**src/rtl/ssbridge_pkg.sv**
```systemverilog
package ssbridge_pkg;
    localparam int unsigned REG_AW = 8;
    localparam int unsigned HOST_DW = 32;
    localparam int unsigned NLANES = HOST_DW / 8;

    typedef enum logic [3:0] {
        OFS_ID    = 4'd0,
        OFS_CMD   = 4'd1,
        OFS_LDATA = 4'd2,
        OFS_UDATA = 4'd3,
        OFS_IEN   = 4'd4,
        OFS_IFLG  = 4'd5
    } ofs_e;

    typedef struct packed {
        logic              size;
        logic              dir;
        logic [3:0]        ben_u;
        logic [3:0]        ben_l;
        logic [REG_AW-1:0] addr;
    } cmd_t;
endpackage

```
**src/rtl/ssbridge_lane_pick.sv**
```systemverilog
module ssbridge_lane_pick #(
    parameter int LANES = 4,
    localparam int IW = (LANES > 1) ? $clog2(LANES) : 1
) (
    input  logic [LANES-1:0] ben,
    output logic             vld,
    output logic [IW-1:0]    idx
);
    always_comb begin
        vld = |ben;
        idx = '0;
        for (int i = LANES - 1; i >= 0; i--) begin
            if (ben[i]) idx = IW'(i);
        end
    end
endmodule

```
**src/rtl/ssbridge_irq_flags.sv**
```systemverilog
module ssbridge_irq_flags #(
    parameter int NF = 2
) (
    input  logic          clk,
    input  logic          rst_n,
    input  logic [NF-1:0] set,
    input  logic [NF-1:0] clr,
    input  logic [NF-1:0] en,
    output logic [NF-1:0] flags,
    output logic          irq
);
    logic [NF-1:0] flg_d, flg_q;

    always_comb begin
        flg_d = (flg_q & ~clr) | set;
    end

    always_ff @(posedge clk or negedge rst_n) begin
        if (!rst_n) flg_q <= '0;
        else        flg_q <= flg_d;
    end

    assign flags = flg_q;
    assign irq   = |(flg_q & en);

    generate
        for (genvar g = 0; g < NF; g++) begin : g_chk
            p_set_wins_r10: assert property (@(posedge clk) disable iff (!rst_n)
                set[g] |=> flags[g]);
            p_clear_r10: assert property (@(posedge clk) disable iff (!rst_n)
                (clr[g] && !set[g]) |=> !flags[g]);
        end
    endgenerate
endmodule

```
**src/rtl/ssbridge_top.sv**
```systemverilog
module ssbridge_top
    import ssbridge_pkg::*;
#(
    parameter int          LATENCY  = 4,
    parameter logic [31:0] ID_VALUE = 32'h4B52_0103
) (
    input  logic              clk,
    input  logic              rst_n,
    input  logic              host_we,
    input  logic [5:0]        host_addr,
    input  logic [31:0]       host_wdata,
    output logic [31:0]       host_rdata,
    output logic [REG_AW-1:0] ib_addr,
    output logic [7:0]        ib_wdata,
    output logic              ib_wr,
    output logic              ib_rd,
    input  logic [7:0]        ib_rdata,
    input  logic              ss_event,
    output logic              irq
);
    localparam int CW = $clog2(LATENCY + 1);
    localparam int LW = $clog2(NLANES);

    typedef struct packed {
        cmd_t          cmd;
        logic [31:0]   ldata;
        logic [1:0]    ien;
        logic [CW-1:0] cnt;
        logic          op_rd;
        logic          pend_wr;
        logic [7:0]    wbyte;
        logic [LW-1:0] lane;
        logic          evt;
    } st_t;

    st_t st_d, st_q;

    logic [3:0]    ofs;
    logic          busy, cmd_wr, ld_wr, done;
    logic          new_vld, cur_vld;
    logic [LW-1:0] new_idx, cur_idx;
    cmd_t          new_cmd;
    logic [1:0]    flg_set, flg_clr, flags;
    logic          unused_bits;

    assign ofs      = host_addr[5:2];
    assign busy     = st_q.cnt != '0;
    assign cmd_wr   = host_we && (ofs == OFS_CMD) && !busy;
    assign ld_wr    = host_we && (ofs == OFS_LDATA) && !busy;
    assign done     = st_q.cnt == CW'(1);
    assign new_cmd  = '{size: host_wdata[25], dir: host_wdata[24], ben_u: host_wdata[23:20],
                        ben_l: host_wdata[19:16], addr: host_wdata[REG_AW-1:0]};
    assign unused_bits = ^{host_wdata[30:26], host_wdata[15:REG_AW], host_addr[1:0]};

    ssbridge_lane_pick #(.LANES(NLANES)) u_pick_new (
        .ben(new_cmd.ben_l), .vld(new_vld), .idx(new_idx));
    ssbridge_lane_pick #(.LANES(NLANES)) u_pick_cur (
        .ben(st_q.cmd.ben_l), .vld(cur_vld), .idx(cur_idx));

    always_comb begin
        st_d     = st_q;
        st_d.evt = ss_event;
        if (busy) begin
            st_d.cnt = st_q.cnt - CW'(1);
            if (done && st_q.op_rd) st_d.ldata[{st_q.lane, 3'b000} +: 8] = ib_rdata;
        end
        if (cmd_wr) begin
            st_d.cmd     = new_cmd;
            st_d.pend_wr = !new_cmd.dir && new_vld;
            if (new_cmd.dir && new_vld) begin
                st_d.cnt   = CW'(LATENCY);
                st_d.op_rd = 1'b1;
                st_d.lane  = new_idx;
            end
        end
        if (ld_wr) begin
            st_d.ldata = host_wdata;
            if (st_q.pend_wr && cur_vld) begin
                st_d.cnt     = CW'(LATENCY);
                st_d.op_rd   = 1'b0;
                st_d.lane    = cur_idx;
                st_d.wbyte   = host_wdata[{cur_idx, 3'b000} +: 8];
                st_d.pend_wr = 1'b0;
            end
        end
        if (host_we && ofs == OFS_IEN) st_d.ien = host_wdata[1:0];
    end

    always_ff @(posedge clk or negedge rst_n) begin
        if (!rst_n) st_q <= '0;
        else        st_q <= st_d;
    end

    assign flg_set = {ss_event && !st_q.evt, done};
    assign flg_clr = (host_we && ofs == OFS_IFLG) ? host_wdata[1:0] : 2'b00;

    ssbridge_irq_flags #(.NF(2)) u_flags (
        .clk(clk), .rst_n(rst_n), .set(flg_set), .clr(flg_clr),
        .en(st_q.ien), .flags(flags), .irq(irq));

    assign ib_addr  = st_q.cmd.addr;
    assign ib_wdata = st_q.wbyte;
    assign ib_rd    = (st_q.cnt == CW'(LATENCY)) && st_q.op_rd;
    assign ib_wr    = (st_q.cnt == CW'(LATENCY)) && !st_q.op_rd;

    always_comb begin
        host_rdata = '0;
        case (ofs)
            OFS_ID:    host_rdata = ID_VALUE;
            OFS_CMD:   host_rdata = {busy, 5'b0, st_q.cmd.size, st_q.cmd.dir, st_q.cmd.ben_u,
                                     st_q.cmd.ben_l, {(16 - REG_AW){1'b0}}, st_q.cmd.addr};
            OFS_LDATA: host_rdata = st_q.ldata;
            OFS_IEN:   host_rdata = {30'b0, st_q.ien};
            OFS_IFLG:  host_rdata = {30'b0, flags};
            default:   host_rdata = '0;
        endcase
    end

    p_strobe_excl_r12: assert property (@(posedge clk) disable iff (!rst_n)
        !(ib_rd && ib_wr));
    p_strobe_single_r3: assert property (@(posedge clk) disable iff (!rst_n)
        (ib_rd || ib_wr) |=> !(ib_rd || ib_wr));
    p_busy_start_r4: assert property (@(posedge clk) disable iff (!rst_n)
        $rose(busy) |-> (ib_rd || ib_wr));
    p_hold_r12: assert property (@(posedge clk) disable iff (!rst_n)
        (busy && $past(busy)) |-> ($stable(ib_addr) && $stable(ib_wdata)));
    p_ignore_busy_r6: assert property (@(posedge clk) disable iff (!rst_n)
        (host_we && busy && (ofs == OFS_CMD || ofs == OFS_LDATA)) |=> $stable(ib_addr));
endmodule

```
**config.mk**
```make
export PLATFORM = sky130hd
export DESIGN_NAME = ssbridge_top
export DESIGN_NICKNAME = d
export VERILOG_FILES = /design/src/rtl/ssbridge_pkg.sv /design/src/rtl/ssbridge_lane_pick.sv /design/src/rtl/ssbridge_irq_flags.sv /design/src/rtl/ssbridge_top.sv
export SDC_FILE = /design/constraint.sdc
export NUM_CORES = 1
export LEC_CHECK = 0
export ABC_AREA = 1
export BUFFER_PORTS_ARGS = -buffer_cell sky130_fd_sc_hd__clkbuf_2
export CAP_MARGIN = 30
export CORE_MARGIN = 2
export CORE_UTILIZATION = 54
export CTS_CLUSTER_SIZE = 24
export DETAILED_ROUTE_END_ITERATION = 10
export GPL_TIMING_DRIVEN = 0
export MAX_ROUTING_LAYER = met4
export PLACE_DENSITY_LB_ADDON = 0.05
export SYNTH_ARGS = -nofsm -noshare
export SYNTH_HDL_FRONTEND = slang
export SYNTH_SLANG_ARGS = --single-unit
```
**constraint.sdc**
```tcl
create_clock -name clk -period 2.3 [get_ports clk]
set_clock_uncertainty 0.2 [all_clocks]
set_input_delay 0.345 -clock clk [delete_from_list [all_inputs] [get_ports clk]]
set_output_delay 0.345 -clock clk [all_outputs]
set_load 0.005 [all_outputs]
```
==> results by group, run 1 <==
Setup path
  – Endpoint type of the worst setup path: output port
  – Cell-by-cell trace of the critical path: inv_1 > buf_2 > buf_2 > o21ai_0 > clkbuf_2
  – Type of the setup path with the least slack: reg2out
  – Worst EP required: approximately 1.8 ns
  – Delay of the slowest critical-path stage: about 0.45 ns
  – Cell with the largest stage delay on the worst path: dfrtp_1
  – Launching point of the worst reg2reg path: st_q[1]$_DFF_PN0_
  – Crit path top cell by count: buf_2
  – Critical R2R Capture: st_q[21]$_DFFE_PN0P_
  – Origin of the worst setup path: st_q[58]$_DFFE_PN0N_
  – Arrival time reported for the critical path endpoint: 1.65 ns
  – Category of the worst setup path launch point: flop
  – Endpoint of the worst setup timing path: host_rdata[16]
  – Reg2Reg Depth: 7
  – Worst reg2reg setup slack: roughly 0.12 ns
  – Maximum net fanout on the critical path: 10

Placement
  – Post-placement setup slack: 0.106 ns
  – GP Congestion: between 0.9 and 1
  – Number of I/O port buffers: slightly below 100
  – DPL Wire Length: ~10 mm
  – Instance area after placement: about 0.005 sq mm

STA
  – Setup WS post-layout: 0.105 ns
  – Shortest period the worst path allows: approximately 2.2 ns
  – Actual transition at the worst max-transition pin: around 0.56 ns
  – RSZ-0062 raised after global routing: false
  – Final setup fails: 0
  – Final Hold Slack: between 0.03 and 0.04 ns
  – Final count of hold timing violations: 0
  – Slew Limit Headroom: 0.628
  – Final sum of negative setup slack: 0 ns
  – Maximum clock frequency: ~0.46 GHz
  – Max-slew violations: 0
  – Final worst path period share: 0.954

Clock tree
  – Clock network latency to the later pin of the worst-skew pair: approximately 0.34 ns
  – Post-CTS setup repair buffer count: 0
  – H-tree levels: 3
  – Clock root buffer: clkbuf_8
  – Sink Count: 70
  – Clock Tree Buf Depth: 2
  – Clock buffers created by TritonCTS: 9
  – Clk pin slew, worst setup/hold paths: roughly 0.080 ns
  – TritonCTS clock tree: done

Power and ir drop
  – VDD IR max: between 0.0006 and 0.0007 V
  – Lkg Pwr: 2.84 nW
  – Power Dens Cells: ~940 mW/mm^2

Synth
  – Area leader, netlist: dfrtp_1
  – Combined area of all synthesized cells: approximately 0.0043 sq mm
  – Flop and latch count out of synthesis: 70
  – Largest cells by area after synthesis: dfrtp_1 (41%), nand2_1 (14%), nand3_1 (11%), inv_1 (5.4%), buf_4 (3.5%)
  – Synth top area share: 0.412
  – Proportion of synthesized chip area in sequential cells: 0.412
  – Avg Cell Area, Syn: about 7.5 sq um
  – Post-Synthesis Net Count: approximately 630
  – Cells after Synth: between 500 and 600
  – Number of distinct library cell variants in the gate-level netlist after synthesis: 28
  – Count of warnings emitted by yosys: 0

Drt
  – Total Routed Length: between 10 and 15 mm
  – Via count of the routed design: ~4300
  – Initial detailed-routing violation count: a little over 400
  – Drt wl/cell: between 15 and 20 um
  – Number of DRC violations after detailed routing: 0
  – Number of iterations in the first detailed-routing pass: 5
  – Average vias per placed instance: 5.44
  – Post-route antenna net violation count: 0

Floorplanning
  – Chip width: 92.7 um
  – Floorplan core area: between 0.007 and 0.008 sq mm
  – Area of the die: between 0.008 and 0.009 sq mm
  – Row cnt: 32
  – I/O pin count: just over 100
  – Starting density of the core: 0.553
  – Chip height: ~93 um

Layout
  – P&R area growth vs syn: 21.1%
  – Inserted Diodes: 0
  – Highest-count cells in the layout ignoring fill and taps: nand2_1 (164), clkbuf_2 (97), nand3_1 (94)
  – Final nets: 740
  – Fraction of layout cells with a size suffix above 1: 0.261
  – Final Instance Area: 0.00515 sq mm
  – Area taken by multi-input logic gates: between 0.002 and 0.0025 sq mm
  – Utilization after layout: 0.670
  – Number of fill cells: ~750
  – Most common library cell in the layout ignoring fill and taps: nand2_1
  – Footprint of the flip-flops and latches: around 0.0018 sq mm

Global routing
  – Global-route congestion overflow total: 0
  – Initial antenna violation count: 0
  – GRT Total Usage: 0.328
  – Vias in the first global route: 4130
  – Global-route wire length before repair: around 21 mm
  – Maximum number of pins on one net before global-route repair: 37

Run status
  – Run status: completed

Hold path
  – Hold/Removal Path Class: in2reg

Run
  – # Max-Cap Violations: 0
-- layout make-up --
class | instances | area share
inverters | 65 | 0.0474
multi-input cells | 398 | 0.389
plain buffers | 37 | 0.0498
flip-flops and latches | 70 | 0.340
clock inverters | 5 | 0.0158
clock buffers | 11 | 0.0294
repair buffers | 101 | 0.104
well taps | 102 | 0.0248
-- worst min-delay path by stage --
| stage | slack [ns] | startpoint | cells after the start | to |
|---|---|---|---|---|
| 2_1_floorplan | -0.15 | rst_n | 0 | ib_addr[0]$_DFFE_PN0N_ |
| 3_3_place_gp | 0.23 | st_q[0]$_DFF_PN0_ | 1 | u_flags.flags[1]$_DFF_PN0_ |
| 3_5_place_dp | 0.18 | rst_n | 1 | st_q[0]$_DFF_PN0_ |
| 4_1_cts | 0.03 | host_wdata[26] | 3 | st_q[44]$_DFFE_PN0P_ |
| 5_1_grt | 0.04 | host_wdata[29] | 3 | st_q[47]$_DFFE_PN0P_ |
| 6_report | 0.04 | host_wdata[15] | 3 | st_q[33]$_DFFE_PN0P_ |
-- power by group --
group	switching, mW	internal (mW)
Combinational	1.05	0.671
Sequential	0.301	1.65
Clock	0.486	0.670
-- cell families after synthesis --
kind of cell / Yosys count / synth area share
adders and majority gates: 8 / 0.0236
buffers and inverters: 102 / 0.118
AOI/OAI and AO/OA: 57 / 0.0960
and+or+nand+nor: 333 / 0.351
DFF: 70 / 0.412
-- flip-flops by register name, indices dropped and copies added, names as in the netlist --
name,cells
u_flags.flags,2
st_q,52
ib_addr,8
ib_wdata,8
-- cells in the mapped netlist, drive strengths merged --
| library cell | n |
|---|---|
| a21oi | 10 |
| a22o | 9 |
| buf | 34 |
| clkbuf | 3 |
| dfrtp | 70 |
| ha | 8 |
| inv | 65 |
| nand2 | 166 |
| nand3 | 95 |
| nand3b | 1 |
| nand4 | 17 |
| nor2 | 46 |
| nor3 | 7 |
| o2111ai | 2 |
| o211ai | 9 |
| o21ai | 25 |
| o22ai | 2 |
| or2 | 1 |
-- worst max-delay path, delay by kind of cell, from the launching register on --
kind / cells / cell delay [ns]
AOI/OAI and AO/OA: 1 / 0.22
buffers and inverters: 4 / 0.64
DFF: 1 / 0.45
-- metrics by stage --
| step | std cells | power [mW] |
|---|---|---|
| 6_report | 789 | 4.83 |
| 5_1_grt | 789 | 5.16 |
| 4_1_cts | 789 | 4.82 |
| 3_5_place_dp | 771 | 3.66 |
| 3_3_place_gp | 770 | 3.58 |
| 2_1_floorplan | 570 | 3.11 |
-- routing by layer --
layer / GRT usage / vias up / wire length (um)
li1: - / 2073 / -
met1: 0.453 / 2015 / 5790
met2: 0.502 / 181 / 5910
met3: 0.0480 / 26 / 951
met4: 0.109 / 0 / 297
met5: - / - / 0
-- timing repair --
action	4_1_cts	5_1_grt
hold buffers	2	0
endpoints found under the hold margin	35	0
resized for setup	0	2
setup endpoints to repair	0	10
No activity file was read; power rests on OpenSTA's default activity.
==> run 2, diff against run 1 <==
--- a/config.mk
+++ b/config.mk
@@ -9,7 +9,7 @@
 export BUFFER_PORTS_ARGS = -buffer_cell sky130_fd_sc_hd__clkbuf_2
 export CAP_MARGIN = 30
 export CORE_MARGIN = 2
-export CORE_UTILIZATION = 54
+export CORE_UTILIZATION = 55
 export CTS_CLUSTER_SIZE = 24
 export DETAILED_ROUTE_END_ITERATION = 10
 export GPL_TIMING_DRIVEN = 0
@@ -17,4 +17,5 @@
 export PLACE_DENSITY_LB_ADDON = 0.05
 export SYNTH_ARGS = -nofsm -noshare
 export SYNTH_HDL_FRONTEND = slang
+export SYNTH_HIERARCHICAL = 1
 export SYNTH_SLANG_ARGS = --single-unit
==> results by group, run 2 <==
Run status
  – Run status: completed

Layout
  – Highest-count cells in the layout ignoring fill and taps: nand2_1 (157), nand3_1 (123), clkbuf_2 (99)
  – Area taken by multi-input logic gates: about 0.0022 sq mm
  – P&R area growth vs syn: 19.9%
  – Biggest register: st_q
  – Number of flip-flops in the largest register: 52
  – Fraction of layout cells with a size suffix above 1: 0.237
  – Non-filler cells, final: about 860
  – Most common library cell in the layout ignoring fill and taps: nand2_1
  – Final nets: ~810
  – Footprint of the flip-flops and latches: roughly 0.0018 sq mm
  – Inserted Diodes: 0
  – Number of fill cells: between 700 and 800

Clock tree
  – Clock buffers created by TritonCTS: 9
  – Clk pin slew, worst setup/hold paths: 0.08 ns
  – Clock network latency to the later pin of the worst-skew pair: about 0.36 ns
  – TritonCTS clock tree: done
  – H-tree levels: 3
  – Clock root buffer: clkbuf_8
  – Clock Tree Buf Depth: 2
  – Sink Count: 70

Synth
  – Area leader, netlist: dfrtp_1
  – Count of flip-flops with a built-in enable after synthesis: 0
  – Count of warnings emitted by yosys: 6
  – Number of distinct library cell variants in the gate-level netlist after synthesis: 27
  – Synth top area share: 0.387
  – Fraction of registers with async set/reset: 1.00
  – Proportion of synthesized chip area in sequential cells: 0.387
  – Combined area of all synthesized cells: approximately 0.0045 sq mm
  – Post-Synthesis Net Count: 700
  – Avg Cell Area, Syn: about 7.1 sq um
  – Most frequent cell after synthesis: nand2_1
  – Largest cells by area after synthesis: dfrtp_1 (39%), nand3_1 (14%), nand2_1 (13%), inv_1 (5.6%), o21ai_0 (3.8%)
  – Cells after Synth: 642
  – Most instantiated cells after synthesis: nand2_1 (157), nand3_1 (123), dfrtp_1 (70), inv_1 (68), nor2_1 (41)
  – Predominant post-synthesis flop cell: dfrtp_1
  – Flop and latch count out of synthesis: 70

Placement
  – Post-placement setup slack: -0.141 ns
  – Number of I/O port buffers: 98
  – Post-placement cell count: 846
  – DPL Wire Length: roughly 11 mm
  – GP Congestion: 0.956

STA
  – Maximum clock frequency: 0.449 GHz
  – Final sum of negative setup slack: 0 ns
  – Final setup fails: 0
  – Setup WS post-layout: 0.0725 ns
  – Actual transition at the worst max-transition pin: between 0.5 and 0.6 ns
  – Shortest period the worst path allows: between 2 and 2.5 ns
  – Final worst path period share: 0.968
  – Slew Limit Headroom: 0.646
  – Max-slew violations: 0
  – RSZ-0062 raised after global routing: true
  – Final count of hold timing violations: 0

Global routing
  – GR met1 Demand/Resource: 0.437
  – Global-route wire length before repair: between 20 and 25 mm
  – Global-route congestion overflow total: 0
  – Initial antenna violation count: 0
  – Maximum number of pins on one net before global-route repair: 37
  – Busiest grt layer: met2
  – Vias in the first global route: 4504
  – GRT Total Usage: 0.341
  – Routing usage on met2: 0.563
  – Fraction of met3 tracks used by global routing: 0.0503

Setup path
  – Category of the worst setup path launch point: flop
  – Critical R2R Capture: st_q[48]$_DFFE_PN0P_
  – Crit path top cell by count: inv_1
  – Delay of the slowest critical-path stage: just under 0.4 ns
  – Launching point of the worst reg2reg path: st_q[14]$_DFF_PN0_
  – Number of buffers and inverters on the critical path: 3
  – Type of the setup path with the least slack: reg2reg
  – Cell with the largest stage delay on the worst path: nand4_2
  – Crit path max-delay family: simple AND/OR/NAND/NOR gates
  – Endpoint type of the worst setup path: flop
  – Arrival time reported for the critical path endpoint: roughly 2.3 ns
  – Worst EP required: ~2.4 ns
  – Maximum net fanout on the critical path: 10
  – Reg2Reg Depth: 8
  – Cell-by-cell trace of the critical path: inv_1 > ha_1 > inv_1 > nor2_2 > nand4_2 > inv_1 > nand3_1 > nand3_1
  – Worst reg2reg setup slack: 0.07 ns

Hold path
  – Hold/Removal Path Class: in2reg
  – Hold path endpoint: st_q[45]$_DFFE_PN0P_
  – Worst hold start: host_wdata[27]
  – Hold Path Depth: 3

Floorplanning
  – I/O pin count: between 100 and 150
  – Chip width: 94.7 um
  – Row cnt: 33
  – Chip height: between 90 and 100 um
  – Area of the die: ~0.009 sq mm
  – Floorplan core area: slightly above 0.008 sq mm
  – Starting density of the core: 0.560

Drt
  – Initial detailed-routing violation count: 291
  – Average vias per placed instance: about 5.5
  – Via count of the routed design: 4758
  – Number of iterations in the first detailed-routing pass: 6
  – Drt wl/cell: 16.4 um
  – Post-route antenna net violation count: 0
  – Number of DRC violations after detailed routing: 0
  – Total Routed Length: ~14 mm

Run
  – # Max-Cap Violations: 0

Power and ir drop
  – Lkg Pwr: 3.04 nW
  – VDD IR max: about 0.00038 V
  – Power Dens Cells: roughly 860 mW/mm^2
## run 2: cell type report
type                            instances  share of cell area
Tap cell                              105              0.0242
Clock buffer                           10              0.0235
Inverter                               78              0.0553
Sequential cell                        70               0.323
Timing Repair Buffer                  102              0.0996
Clock inverter                          5              0.0113
Multi-Input combinational cell        446               0.410
Buffer                                 47              0.0530
## run 2: where the power goes
group | total [mW] | switching, mW | internal, mW
clock network | 1.01 | 0.509 | 0.497
registers | 1.74 | 0.212 | 1.52
logic | 1.94 | 1.24 | 0.697
## run 2: worst max-delay path by stage
| stage | slack, ns | startpoint | depth (start not counted) | end |
|---|---|---|---|---|
| finish | 0.07 | st_q[14]$_DFF_PN0_ | 8 | st_q[48]$_DFFE_PN0P_ |
| global route | -0.09 | st_q[14]$_DFF_PN0_ | 8 | st_q[32]$_DFFE_PN0P_ |
| CTS | 0.03 | st_q[13]$_DFF_PN0_ | 5 | ib_wr |
| detailed placement | -0.14 | st_q[1]$_DFF_PN0_ | 9 | st_q[33]$_DFFE_PN0P_ |
| global placement | -0.09 | st_q[1]$_DFF_PN0_ | 9 | st_q[33]$_DFFE_PN0P_ |
| floorplan | 0.22 | st_q[1]$_DFF_PN0_ | 9 | st_q[33]$_DFFE_PN0P_ |
## run 2: layer usage
metal	up-vias	part of all wire
li1	2319	-
met1	2234	0.44
met2	184	0.48
met3	21	0.062
met4	0	0.018
met5	-	0
## run 2: worst register-to-register path: cells and delay by family, from the launching register on
family | cells | cell delay, ns
adder cells (fa/ha/maj) | 1 | 0.15
buffers and inverters | 3 | 0.43
flip-flops | 1 | 0.38
AND/OR/NAND/NOR | 4 | 1.01
## run 2: repair_timing
item,in CTS,in global routing
setup buffers,0,1
hold endpoints to repair,36,0
resized for setup,5,8
endpoints found under the setup margin,27,26
hold buffers,2,0
## run 2: cells by family after synthesis
group,after synthesis,synth area share
adder cells (fa/ha/maj),8,0.0221
XOR/XNOR,1,0.00193
flip-flops,70,0.387
AO/OA/AOI/OAI,73,0.0942
buffers and inverters,126,0.127
AND/OR/NAND/NOR,364,0.368
## run 2: stage by stage
step	hold WS (ns)	utilization	area [sq um]	power (mW)
global route	0.0342	0.671	5430	5.00
floorplan	-0.151	-	4530	3.00
finish	0.0247	0.671	5430	4.68
detailed placement	0.179	0.639	5170	3.60
CTS	0.0226	0.666	5390	4.61
global placement	0.255	0.636	5150	3.51
==> run 3, diff against run 2 <==
--- a/config.mk
+++ b/config.mk
@@ -5,9 +5,9 @@
 export SDC_FILE = /design/constraint.sdc
 export NUM_CORES = 1
 export LEC_CHECK = 0
-export ABC_AREA = 1
 export BUFFER_PORTS_ARGS = -buffer_cell sky130_fd_sc_hd__clkbuf_2
 export CAP_MARGIN = 30
+export CORE_ASPECT_RATIO = 0.75
 export CORE_MARGIN = 2
 export CORE_UTILIZATION = 55
 export CTS_CLUSTER_SIZE = 24
==> results by group, run 3 <==
Synth
  – Count of flip-flops with a built-in enable after synthesis: 0
  – Synth top area share: 0.402
  – Avg Cell Area, Syn: approximately 11 sq um
  – Proportion of synthesized chip area in sequential cells: 0.402
  – Flop and latch count out of synthesis: 70
  – Largest cells by area after synthesis: dfrtp_1 (40%), mux4_2 (4.1%), a221o_1 (3.4%), a221oi_1 (3.4%), a22o_1 (3.2%)
  – Predominant post-synthesis flop cell: dfrtp_1
  – Post-Synthesis Net Count: 469
  – Cells after Synth: about 410
  – Most frequent cell after synthesis: dfrtp_1
  – Number of distinct library cell variants in the gate-level netlist after synthesis: 60
  – Fraction of registers with async set/reset: 1.00
  – Combined area of all synthesized cells: ~0.0044 sq mm
  – Area leader, netlist: dfrtp_1
  – Most instantiated cells after synthesis: dfrtp_1 (70), nand3_1 (22), a31oi_1 (19), clkbuf_1 (18), inv_1 (18)
  – Count of warnings emitted by yosys: 6

Placement
  – Post-placement cell count: around 620
  – GP Congestion: 0.937
  – DPL Wire Length: between 9 and 10 mm
  – Number of I/O port buffers: 98

Global routing
  – GRT Total Usage: 0.342
  – Initial antenna violation count: 0
  – Global-route congestion overflow total: 0
  – Maximum number of pins on one net before global-route repair: 48
  – Global-route wire length before repair: between 20 and 25 mm
  – Vias in the first global route: about 3800

Layout
  – Biggest register: st_q
  – Final nets: 580
  – Most common library cell in the layout ignoring fill and taps: clkbuf_2
  – Utilization after layout: 0.690
  – Fraction of layout cells with a size suffix above 1: 0.381
  – Inserted Diodes: 0
  – Highest-count cells in the layout ignoring fill and taps: clkbuf_2 (106), dfrtp_1 (70), buf_4 (23)
  – P&R area growth vs syn: 23.2%
  – Non-filler cells, final: ~630
  – Number of flip-flops in the largest register: 52
  – Number of fill cells: 637
  – Footprint of the flip-flops and latches: 0.00175 sq mm
  – Area taken by multi-input logic gates: between 0.002 and 0.0025 sq mm

Setup path
  – Cell with the largest stage delay on the worst path: nor4b_4
  – Crit path top cell by count: clkbuf_2
  – Endpoint type of the worst setup path: output port
  – Delay of the slowest critical-path stage: a little over 0.3 ns
  – Category of the worst setup path launch point: primary input
  – Maximum net fanout on the critical path: 10
  – Cell-by-cell trace of the critical path: clkbuf_2 > buf_4 > nor4b_4 > clkbuf_8 > buf_2 > a22o_1 > clkbuf_2
  – Worst EP required: between 1.5 and 2 ns
  – Worst reg2reg setup slack: around 0.08 ns
  – Arrival time reported for the critical path endpoint: 1.68 ns
  – Crit path max-delay family: buffers and inverters
  – Type of the setup path with the least slack: in2out
  – Number of buffers and inverters on the critical path: 5

Floorplanning
  – Area of the die: around 0.0086 sq mm
  – Floorplan core area: approximately 0.008 sq mm
  – Row cnt: 28
  – I/O pin count: between 100 and 150
  – Chip height: roughly 81 um
  – Starting density of the core: 0.560
  – Chip width: between 100 and 150 um

Clock tree
  – Clock root buffer: clkbuf_8
  – H-tree levels: 3
  – Sink Count: 70
  – Clk pin slew, worst setup/hold paths: 0.07 ns
  – Clock Tree Buf Depth: 2
  – Clock buffers created by TritonCTS: 9
  – Clock network latency to the later pin of the worst-skew pair: about 0.35 ns
  – TritonCTS clock tree: done

STA
  – Slew Limit Headroom: 0.545
  – Max-slew violations: 0
  – Final setup fails: 0
  – Final worst path period share: 0.969
  – Actual transition at the worst max-transition pin: a little under 0.7 ns
  – Final sum of negative setup slack: 0 ns
  – Final count of hold timing violations: 0
  – Maximum clock frequency: 0.449 GHz
  – Shortest period the worst path allows: 2.23 ns

Power and ir drop
  – Lkg Pwr: approximately 2.6 nW
  – Pwr Total: roughly 4.8 mW
  – Share of total power in sequential cells: 0.394
  – Sw Ratio: 0.335
  – Internal power: between 3 and 4 mW
  – Power spent charging and discharging nets: approximately 1.6 mW
  – Clk network pwr share: 0.258
  – VDD IR max: between 0.0006 and 0.0007 V
  – Power Dens Cells: 893 mW/mm^2
  – Relative contribution of combinational cells to total power: 0.348

Drt
  – Number of iterations in the first detailed-routing pass: 6
  – Total Routed Length: 14.0 mm
  – Number of DRC violations after detailed routing: 0
  – Average vias per placed instance: between 6 and 7
  – Post-route antenna net violation count: 0
  – Initial detailed-routing violation count: between 400 and 500
  – Via count of the routed design: between 4000 and 5000
  – Drt wl/cell: 22.1 um

Run status
  – Run status: completed

Run
  – # Max-Cap Violations: 0

Hold path
  – Hold/Removal Path Class: in2reg
run 3: timing repair:
item	4_1_cts	5_1_grt
hold buffers	2	0
pin swaps	1	1
gates resized for setup	25	15
hold endpoints to repair	24	0
buffers inserted	1	0
setup endpoints to repair	70	53
run 3: through the flow:
step | worst slack (ns) | hold WS (ns) | instance area, sq um
2_1_floorplan | 0.0294 | -0.151 | 4350
4_1_cts | 0.0227 | 0.0498 | 5330
5_1_grt | -0.0196 | 0.0441 | 5360
3_5_place_dp | -0.313 | 0.106 | 5010
6_report | 0.0716 | 0.0659 | 5360
3_3_place_gp | -0.516 | 0.266 | 4970
run 3: cell families after synthesis:
kind of cell | synth area share
AOI/OAI and AO/OA | 0.216
and+or+nand+nor | 0.157
buffers and inverters | 0.0891
DFF | 0.402
muxes | 0.110
adders and majority gates | 0.0230
xor gates and xnor gates | 0.00201
run 3: path summary, 6_finish.rpt:
| path | startpoint | to | cells after the start |
|---|---|---|---|
| setup / recovery | host_addr[2] | host_rdata[18] | 7 |
| hold / removal | host_wdata[7] | ib_addr[7]$_DFFE_PN0N_ | 2 |
| setup reg to reg | st_q[58]$_DFFE_PN0N_ | ib_wdata[6]$_DFFE_PN0P_ | 4 |
| hold reg to reg | ib_wdata[1]$_DFFE_PN0P_ | ib_wdata[1]$_DFFE_PN0P_ | 1 |
| max in group asynchronous | rst_n | st_q[64]$_DFFE_PN0N_ | 3 |
| min in group asynchronous | rst_n | st_q[63]$_DFFE_PN0N_ | 2 |
run 3: area by class of cell:
cell class	instances	share of cell area
Buffer	51	0.0672
Clock buffer	11	0.0264
Clock inverter	5	0.0198
Inverter	18	0.0126
Multi-Input combinational cell	270	0.421
Sequential cell	70	0.327
Tap cell	105	0.0245
Timing Repair Buffer	102	0.102
run 3: per-layer routing:
layer / vias to the layer above / track usage / wire length [um]
met1: 2029 / 0.472 / 5970
met3: 27 / 0.0939 / 1460
met4: 0 / 0.0987 / 270
li1: 1794 / - / -
met5: - / - / 0
met2: 262 / 0.497 / 6260
run 3: power groups by stage:
| stage | registers (mW) | logic (mW) | clock network [mW] |
|---|---|---|---|
| finish | 1.89 | 1.67 | 1.24 |
| global route | 1.92 | 1.82 | 1.31 |
| CTS | 1.87 | 1.62 | 1.25 |
| detailed placement | 1.89 | 1.57 | 0 |
| global placement | 1.87 | 1.51 | 0 |
| floorplan | 1.80 | 1.11 | 0 |
